File: config.mk
export PLATFORM = sky130hd
export DESIGN_NAME = tpr_cache
export DESIGN_NICKNAME = d
export VERILOG_FILES = /design/src/rtl/tpr_pkg.sv /design/src/rtl/tpr_entry_match.sv /design/src/rtl/tpr_cfg_check.sv /design/src/rtl/tpr_select.sv /design/src/rtl/tpr_cache.sv
export SDC_FILE = /design/constraint.sdc
export NUM_CORES = 1
export LEC_CHECK = 0
export BUFFER_PORTS_ARGS = -buffer_cell sky130_fd_sc_hd__buf_2
export CAP_MARGIN = 20
export CORE_UTILIZATION = 50
export CTS_BUF_LIST = sky130_fd_sc_hd__clkbuf_16
export DETAILED_ROUTE_END_ITERATION = 6
export PLACE_DENSITY_LB_ADDON = 0.15
export SYNTH_ARGS = -nofsm -noshare
export SYNTH_HDL_FRONTEND = slang
export SYNTH_SLANG_ARGS = --single-unit
File: constraint.sdc
create_clock -name clk -period 9.7 [get_ports clk]
set_input_delay 0.485 -clock clk [delete_from_list [all_inputs] [get_ports clk]]
set_output_delay 0.485 -clock clk [all_outputs]
set_load 0.05 [all_outputs]
File: src/rtl/tpr_pkg.sv
package tpr_pkg;
  localparam int unsigned KEY_W_DEF    = 24;
  localparam int unsigned ENTRIES_DEF  = 8;
  localparam int unsigned PORT_W_DEF   = 3;
  localparam int unsigned MAX_CARE_DEF = 5;

  typedef struct packed {
    logic care;
    logic ovl;
  } cfg_err_t;
endpackage

File: src/rtl/tpr_entry_match.sv
module tpr_entry_match #(
  parameter int unsigned KEY_W = tpr_pkg::KEY_W_DEF
) (
  input  logic             valid,
  input  logic [KEY_W-1:0] mask,
  input  logic [KEY_W-1:0] value,
  input  logic [KEY_W-1:0] key,
  output logic             hit
);
  logic [KEY_W-1:0] need_one, need_zero;
  logic             ones_ok, zeros_ok;

  always_comb begin
    need_one  = mask & value;
    need_zero = mask & ~value;
    ones_ok   = ((key & need_one) == need_one);
    zeros_ok  = ((~key & need_zero) == need_zero);
    hit       = valid & ones_ok & zeros_ok;
  end
endmodule

File: src/rtl/tpr_cfg_check.sv
module tpr_cfg_check #(
  parameter int unsigned KEY_W    = tpr_pkg::KEY_W_DEF,
  parameter int unsigned ENTRIES  = tpr_pkg::ENTRIES_DEF,
  parameter int unsigned PORT_W   = tpr_pkg::PORT_W_DEF,
  parameter int unsigned MAX_CARE = tpr_pkg::MAX_CARE_DEF,
  localparam int unsigned IDX_W   = (ENTRIES > 1) ? $clog2(ENTRIES) : 1,
  localparam int unsigned CNT_W   = $clog2(KEY_W + 1)
) (
  input  logic [IDX_W-1:0]  idx,
  input  logic              valid,
  input  logic [KEY_W-1:0]  mask,
  input  logic [KEY_W-1:0]  value,
  input  logic [PORT_W-1:0] port,
  input  logic              tbl_valid [ENTRIES],
  input  logic [KEY_W-1:0]  tbl_mask  [ENTRIES],
  input  logic [KEY_W-1:0]  tbl_value [ENTRIES],
  input  logic [PORT_W-1:0] tbl_port  [ENTRIES],
  output tpr_pkg::cfg_err_t err
);
  logic [CNT_W-1:0]   care_cnt;
  logic [ENTRIES-1:0] conflict;

  always_comb begin
    care_cnt = '0;
    for (int b = 0; b < KEY_W; b++) care_cnt = care_cnt + CNT_W'(mask[b]);
  end

  for (genvar e = 0; e < ENTRIES; e++) begin : g_ovl
    always_comb begin
      conflict[e] = tbl_valid[e] && (idx != IDX_W'(e)) &&
                    (((tbl_value[e] ^ value) & tbl_mask[e] & mask) == '0) &&
                    (tbl_port[e] != port);
    end
  end

  always_comb begin
    err.care = valid && (care_cnt > CNT_W'(MAX_CARE));
    err.ovl  = valid && (|conflict);
  end
endmodule

File: src/rtl/tpr_select.sv
module tpr_select #(
  parameter int unsigned ENTRIES = tpr_pkg::ENTRIES_DEF,
  parameter int unsigned PORT_W  = tpr_pkg::PORT_W_DEF
) (
  input  logic [ENTRIES-1:0] hits,
  input  logic [PORT_W-1:0]  ports [ENTRIES],
  output logic               any,
  output logic [PORT_W-1:0]  port
);
  always_comb begin
    any  = |hits;
    port = '0;
    for (int e = ENTRIES - 1; e >= 0; e--) begin
      if (hits[e]) port = ports[e];
    end
  end
endmodule

File: src/rtl/tpr_cache.sv
module tpr_cache #(
  parameter int unsigned KEY_W    = tpr_pkg::KEY_W_DEF,
  parameter int unsigned ENTRIES  = tpr_pkg::ENTRIES_DEF,
  parameter int unsigned PORT_W   = tpr_pkg::PORT_W_DEF,
  parameter int unsigned MAX_CARE = tpr_pkg::MAX_CARE_DEF,
  localparam int unsigned IDX_W   = (ENTRIES > 1) ? $clog2(ENTRIES) : 1
) (
  input  logic              clk,
  input  logic              rst,
  input  logic              cfg_we,
  input  logic [IDX_W-1:0]  cfg_idx,
  input  logic              cfg_valid,
  input  logic [KEY_W-1:0]  cfg_mask,
  input  logic [KEY_W-1:0]  cfg_value,
  input  logic [PORT_W-1:0] cfg_port,
  output logic              cfg_err_care,
  output logic              cfg_err_ovl,
  input  logic              hdr_stb,
  input  logic [KEY_W-1:0]  hdr_key,
  output logic              res_vld,
  output logic              res_hit,
  output logic              res_miss,
  output logic [PORT_W-1:0] res_port
);
  logic              tbl_valid [ENTRIES];
  logic [KEY_W-1:0]  tbl_mask  [ENTRIES];
  logic [KEY_W-1:0]  tbl_value [ENTRIES];
  logic [PORT_W-1:0] tbl_port  [ENTRIES];

  logic [ENTRIES-1:0] hits;
  logic               any_hit;
  logic [PORT_W-1:0]  sel_port;
  logic [KEY_W-1:0]   norm_value;
  tpr_pkg::cfg_err_t  chk_err;
  logic               commit;

  assign norm_value = cfg_value & cfg_mask;

  for (genvar e = 0; e < ENTRIES; e++) begin : g_ent
    tpr_entry_match #(.KEY_W(KEY_W)) match_i (
      .valid(tbl_valid[e]), .mask(tbl_mask[e]), .value(tbl_value[e]),
      .key(hdr_key), .hit(hits[e])
    );
  end

  tpr_select #(.ENTRIES(ENTRIES), .PORT_W(PORT_W)) sel_i (
    .hits(hits), .ports(tbl_port), .any(any_hit), .port(sel_port)
  );

  tpr_cfg_check #(.KEY_W(KEY_W), .ENTRIES(ENTRIES), .PORT_W(PORT_W),
                  .MAX_CARE(MAX_CARE)) chk_i (
    .idx(cfg_idx), .valid(cfg_valid), .mask(cfg_mask), .value(norm_value),
    .port(cfg_port), .tbl_valid(tbl_valid), .tbl_mask(tbl_mask),
    .tbl_value(tbl_value), .tbl_port(tbl_port), .err(chk_err)
  );

  assign commit = cfg_we && !chk_err.care && !chk_err.ovl;

  always_ff @(posedge clk) begin
    if (rst) begin
      for (int e = 0; e < ENTRIES; e++) begin
        tbl_valid[e] <= 1'b0;
        tbl_mask[e]  <= '0;
        tbl_value[e] <= '0;
        tbl_port[e]  <= '0;
      end
    end else if (commit) begin
      tbl_valid[cfg_idx] <= cfg_valid;
      tbl_mask[cfg_idx]  <= cfg_mask;
      tbl_value[cfg_idx] <= norm_value;
      tbl_port[cfg_idx]  <= cfg_port;
    end
  end

  always_ff @(posedge clk) begin
    if (rst) begin
      res_vld      <= 1'b0;
      res_hit      <= 1'b0;
      res_miss     <= 1'b0;
      res_port     <= '0;
      cfg_err_care <= 1'b0;
      cfg_err_ovl  <= 1'b0;
    end else begin
      res_vld      <= hdr_stb;
      cfg_err_care <= cfg_we && chk_err.care;
      cfg_err_ovl  <= cfg_we && chk_err.ovl;
      if (hdr_stb) begin
        res_hit  <= any_hit;
        res_miss <= !any_hit;
        res_port <= any_hit ? sel_port : '0;
      end
    end
  end
endmodule

==> metrics.md, run 1 <==
| Metric | Value |
|---|---|
| Status | finished clean |
| Post-synth top cells | nand2b_1, dfxtp_1, mux2i_1, xor2_1, nand2_1 |
| IO Port Bufs | 90 |
| Slew margin rel. | 11.29% |
| Reg clk slew, reported paths | 0.06 ns |
| YS warnings | 0 |
| Critical Path RT | 10.22 ns |
| Seq/Total Area, Yosys | 34.40% |
| CP startpoint kind | input port |
| Post-synth EDFFs | 0 |
| Drt first pass iters | 6 |
| Syn Inst Count | 2653 |
| Pins Over Slew Limit | 0 |
| Most frequent cell after synthesis | nand2b_1 |
| Synthesized flop and latch total | 424 |
| Initial Utilization | 50.51% |
| Clock insertion delay at the later pin of the skew report | 0.62 ns |
| Kind of critical path | input port to register |
| Number of global-route vias before repair | 20.09k |
| Pin count of the biggest net entering global routing | 254 |
| Average instance area after synthesis | 9.300 um^2 |
| Total core area | 48850 um^2 |
| Hold Crit Class | input port to register |
| Layout area overhead | 7.885% |
| Max cap viols | 0 |
| Hold slack | 0.1871 ns |
| Root buf cell | clkbuf_16 |
| GRT Total Usage | 45.47% |
| Placed cells | 3222 |
| Antenna violations before repair | 9 |
| Chip Width | 224.1 um |
| H-tree levels | 2 |
| Tmin final | 6.328 ns |
| Die Span Y | 224.1 um |
| Mapped cell area | 24670 um^2 |
| CP endpoint kind | register |
| DRC | 0 |
| Vias | 21.32k |
| Arr. time, crit path | 6.85 ns |
| Fin cells | 3316 |
| Routability cong. | 1.109 |
| Worst-case reg-to-reg path depth | 9 |
| CTS tree | yes |
| Synth area leaders | dfxtp_1, mux2i_1, nand2b_1 |
| DR iter-0 viols | 2846 |
| Die area | 50240 um^2 |
| Total power | 4819 uW |
| Max Clock Freq | 158.0 MHz |
| Syn nets | 2760 |
| Setup ws final | 3.372 ns |
| HPWL after DPL | 85.02 mm |
| Final ANT Viol Nets | 0 |
| Worst Hold Depth | 2 |
| Inserted Clock Buffers | 49 |
| Peak supply drop | 0.1236 mV |
| Nets | 2717 |
| Resized cells post-CTS | 0 |
| Share of post-route cells with drive strength above 1 | 7.515% |
| Fillers | 4540 |
| Least-Margin Pin Slew | 1.331 ns |
| Library cells used by synthesis | 60 |
| # IOs | 91 |
| Total setup buffers inserted after CTS | 0 |
| Hold buffers post-CTS | 0 |
| Placement Setup Slack | 2.830 ns |
| PwrDens | 181.0 nW/um^2 |
| Most used DFF post-synth | dfxtp_1 |
| Ys async rst share | 0% |
| CTS Buffer Depth | 3 |
| Grt ovf | 0 |
| First-pass GRT wire length | 157.5 mm |
| TNS Setup | 0 ns |
| Vias per cell | 6.429 |
| Final hold vios | 0 |
| Core Rows | 81 |
| Post-synth top area cell | dfxtp_1 |
| Area share of the leading cell type in the synthesized netlist | 34.40% |
| Pleak | 0.01242 uW |
| Fin crit share | 65.24% |
| RSZ-0062 raised after global routing | no |
| Worst-path maximum fanout | 27 |
| Wire per inst | 35.06 um |
| Clk_skew | 0.01750 ns |
| Sink Count | 424 |
| Final wirelength | 116.3 mm |
| Final setup viols | 0 |
==> logic make-up (layout without fill, tap and decap cells) <==
group	Yosys count	count (layout)	synth area share, %
other cells	0	4	0
simple gates	1024	1024	24.38
mux	416	416	16.88
compound gates	182	182	5.370
fa+ha+maj	24	24	1.734
buf+inv	244	239	5.203
flops	424	424	34.40
xor+xnor	339	339	12.03
==> critical path, stage by stage <==
cell and delay (ns):
buf_2 0.43, inv_1 0.27, fa_1 0.57, fa_1 0.43, fa_1 0.51, fa_1 0.43
fa_1 0.52, fa_1 0.20, inv_1 0.07, fa_1 0.45, xor2_1 0.16, a211oi_1 0.09
a21boi_1 0.65, or4_4 0.64, buf_4 0.59, mux2i_1 0.26
==> metal layers <==
metal	GRT usage, %	vias to the layer above	wire (um)
li1	-	9049	-
met5	0	-	49
met1	57.62	10630	45010
met2	68.00	1288	49420
met4	31.06	8	9156
met3	11.24	350	12610
==> worst paths after layout <==
kind,endpoint,slack [ns],startpoint
hold / removal,cfg_err_care,0.19,cfg_we
hold reg to reg,res_hit,0.48,res_hit
setup reg to reg,tbl_value[126],5.14,tbl_value[49]
setup / recovery,tbl_mask[43],3.37,cfg_mask[4]
==> area by class of cell <==
cell class,count,area [um^2],area share [%]
clock inverter,38,320.3,1.203
antenna,4,10.01,0.03760
sequential,424,8488,31.89
multi-input combinational,1985,14930,56.10
inverter,43,161.4,0.6063
tap,664,830.8,3.121
timing repair buffer,107,598.1,2.247
clock buffer,51,1276,4.794
==> sequential cells by signal, indices dropped and copies added (netlist names) <==
name	cells
cfg_err_care	1
cfg_err_ovl	1
res_hit	1
res_miss	1
res_port	3
res_vld	1
tbl_mask	192
tbl_port	24
tbl_valid	8
tbl_value	192
==> cells in the final DEF (no fill, tap or decap), types with 51 or more instances in the layout <==
cell type  count
nand4_1       55
buf_2         90
dfxtp_1      424
nand2_1      163
o22ai_1       51
nand3_1      120
xor2_1       231
clkbuf_16     51
xnor2_1      108
nand2b_1     451
mux2i_1      416
nand3b_1     125
==> power breakdown <==
| part | internal (uW) | switching [uW] | leakage, uW |
|---|---|---|---|
| clock network | 1080 | 818 | 0.000798 |
| registers | 1830 | 101 | 0.00342 |
| logic | 354 | 636 | 0.00820 |
==> stage by stage <==
step	cell area [um^2]	utilization, %
after floorplan	24670	-
after global placement	25000	51.18
after detailed placement	25010	51.19
after CTS	26600	54.46
after global routing	26610	54.48
final	26620	54.49
(Power assumes the default switching activity.)
==> inputs of run 2 (changes only) <==
clock period = 6.1 ns   (was 9.7 ns; I/O delays follow)
==> run 2 against run 1 <==
Via count rose by 0.99%; count of clock-buffer cells in the layout shrank 2; combinational power up 69%; clock power increased by 54%; largest power group unchanged; highest routed layer unchanged.
==> metrics.md, run 2 (synthesis results as in run 1) <==
| Metric | Value |
|---|---|
| Least-Margin Pin Slew | 1.421 ns |
| Fillers | 4527 |
| Final setup viols | 0 |
| Number of global-route vias before repair | 20.20k |
| Max Clock Freq | 184.1 MHz |
| Chip Width | 224.1 um |
| Largest registers | tbl_mask x192, tbl_value x192, tbl_port x24 |
| DRC | 0 |
| Final ANT Viol Nets | 0 |
| Drt first pass iters | 7 |
| Hold buffers post-CTS | 0 |
| Commonest non-fill, non-tap cells in the layout | nand2b_1, dfxtp_1, mux2i_1, xor2_1, nand2_1 |
| First-pass GRT wire length | 161.2 mm |
| CTS Buffer Depth | 3 |
| Pin count of the biggest net entering global routing | 153 |
| Reg clk slew, reported paths | 0.06 ns |
| Hold Crit Class | input port to register |
| CTS tree | yes |
| TNS Setup | 0 ns |
| Resized cells post-CTS | 0 |
| H-tree levels | 2 |
| Worst-path maximum fanout | 10 |
| Kind of critical path | input port to register |
| Final wirelength | 119.3 mm |
| Arr. time, crit path | 5.93 ns |
| Pins Over Slew Limit | 0 |
| Total setup buffers inserted after CTS | 0 |
| Fin cells | 3344 |
| HPWL after DPL | 88.73 mm |
| Setup ws final | 0.6675 ns |
| Die area | 50240 um^2 |
| # IOs | 91 |
| Inserted Clock Buffers | 48 |
| Clock insertion delay at the later pin of the skew report | 0.60 ns |
| Core Rows | 81 |
| Vias | 21.53k |
| CP endpoint kind | register |
| Final hold vios | 0 |
| Antenna violations before repair | 12 |
| Wire per inst | 35.68 um |
| RSZ-0062 raised after global routing | no |
| Sink Count | 424 |
| Layout area overhead | 9.331% |
| Fin crit share | 89.06% |
| PwrDens | 283.5 nW/um^2 |
| Share of post-route cells with drive strength above 1 | 7.969% |
| Tmin final | 5.432 ns |
| Grt ovf | 0 |
| Total power | 7648 uW |
| Initial Utilization | 50.51% |
| Routability cong. | 1.110 |
| Commonest non-fill, non-tap cell in the layout | nand2b_1 |
| DR iter-0 viols | 3093 |
| Critical Path RT | 6.60 ns |
| Clk_skew | 0.02427 ns |
| CP startpoint kind | input port |
| Nets | 2749 |
| Placement Setup Slack | 0.2298 ns |
| IO Port Bufs | 90 |
| Peak supply drop | 0.2216 mV |
| GRT Total Usage | 46.83% |
| Status | finished clean |
| Vias per cell | 6.439 |
| Die Span Y | 224.1 um |
| Root buf cell | clkbuf_16 |
| Pleak | 0.01265 uW |
| Max cap viols | 0 |
| Total core area | 48850 um^2 |
| Placed cells | 3255 |
| Slew margin rel. | 5.252% |
run 2: final cells by class:
| type | count | area [um^2] | share of cell area, % |
|---|---|---|---|
| Antenna cell | 7 | 17.52 | 0.06493 |
| Inverter | 43 | 161.4 | 0.5983 |
| Tap cell | 664 | 830.8 | 3.080 |
| Timing Repair Buffer | 140 | 1033 | 3.831 |
| Clock buffer | 49 | 1226 | 4.545 |
| Clock inverter | 32 | 284.0 | 1.053 |
| Multi-Input combinational cell | 1985 | 14930 | 55.36 |
| Sequential cell | 424 | 8488 | 31.47 |
run 2: worst paths after layout:
path / start / endpoint / slack (ns) / cells after the start
worst max-delay path: cfg_mask[6] / tbl_value[189] / 0.67 / 18
worst min-delay path: cfg_we / cfg_err_ovl / 0.02 / 2
worst max register to register: tbl_value[140] / res_port[2] / 2.21 / 9
worst min register to register: res_hit / res_hit / 0.48 / 2
run 2: power by group:
part | total (uW) | switching (uW) | leakage [uW] | internal (uW)
sequential | 3060 | 156 | 0.00342 | 2900
combinational | 1670 | 1060 | 0.00844 | 604
clock | 2920 | 1230 | 0.000782 | 1690
run 2: critical path: stages:
cell	delay, ns
buf_2	0.10
inv_1	0.07
fa_1	0.83
fa_1	0.53
fa_1	0.52
fa_1	0.43
fa_1	0.51
fa_1	0.20
inv_1	0.07
fa_1	0.45
xor2_1	0.19
a211oi_1	0.10
a21boi_1	0.64
nor4_1	0.11
buf_4	0.17
nand2_2	0.12
buf_4	0.31
mux2i_1	0.22
run 2: routing by layer:
metal | global-route usage (%) | wire [um] | vias to the layer above | share of wire [%]
li1 | - | - | 9113 | -
met1 | 58.81 | 45000 | 10620 | 38
met2 | 68.30 | 49440 | 1422 | 41
met3 | 13.55 | 14770 | 370 | 12
met4 | 33.94 | 10030 | 10 | 8.4
met5 | 0 | 66 | - | 0.055
run 2: metrics by stage:
stage / hold slack, ns / util [%] / cell area, um^2
floorplan: 0.4254 / - / 24670
global placement: 0.4671 / 52.08 / 25440
detailed placement: 0.4687 / 52.08 / 25440
CTS: 0.003674 / 55.18 / 26950
global route: 0.02442 / 55.20 / 26960
finish: 0.01746 / 55.22 / 26980
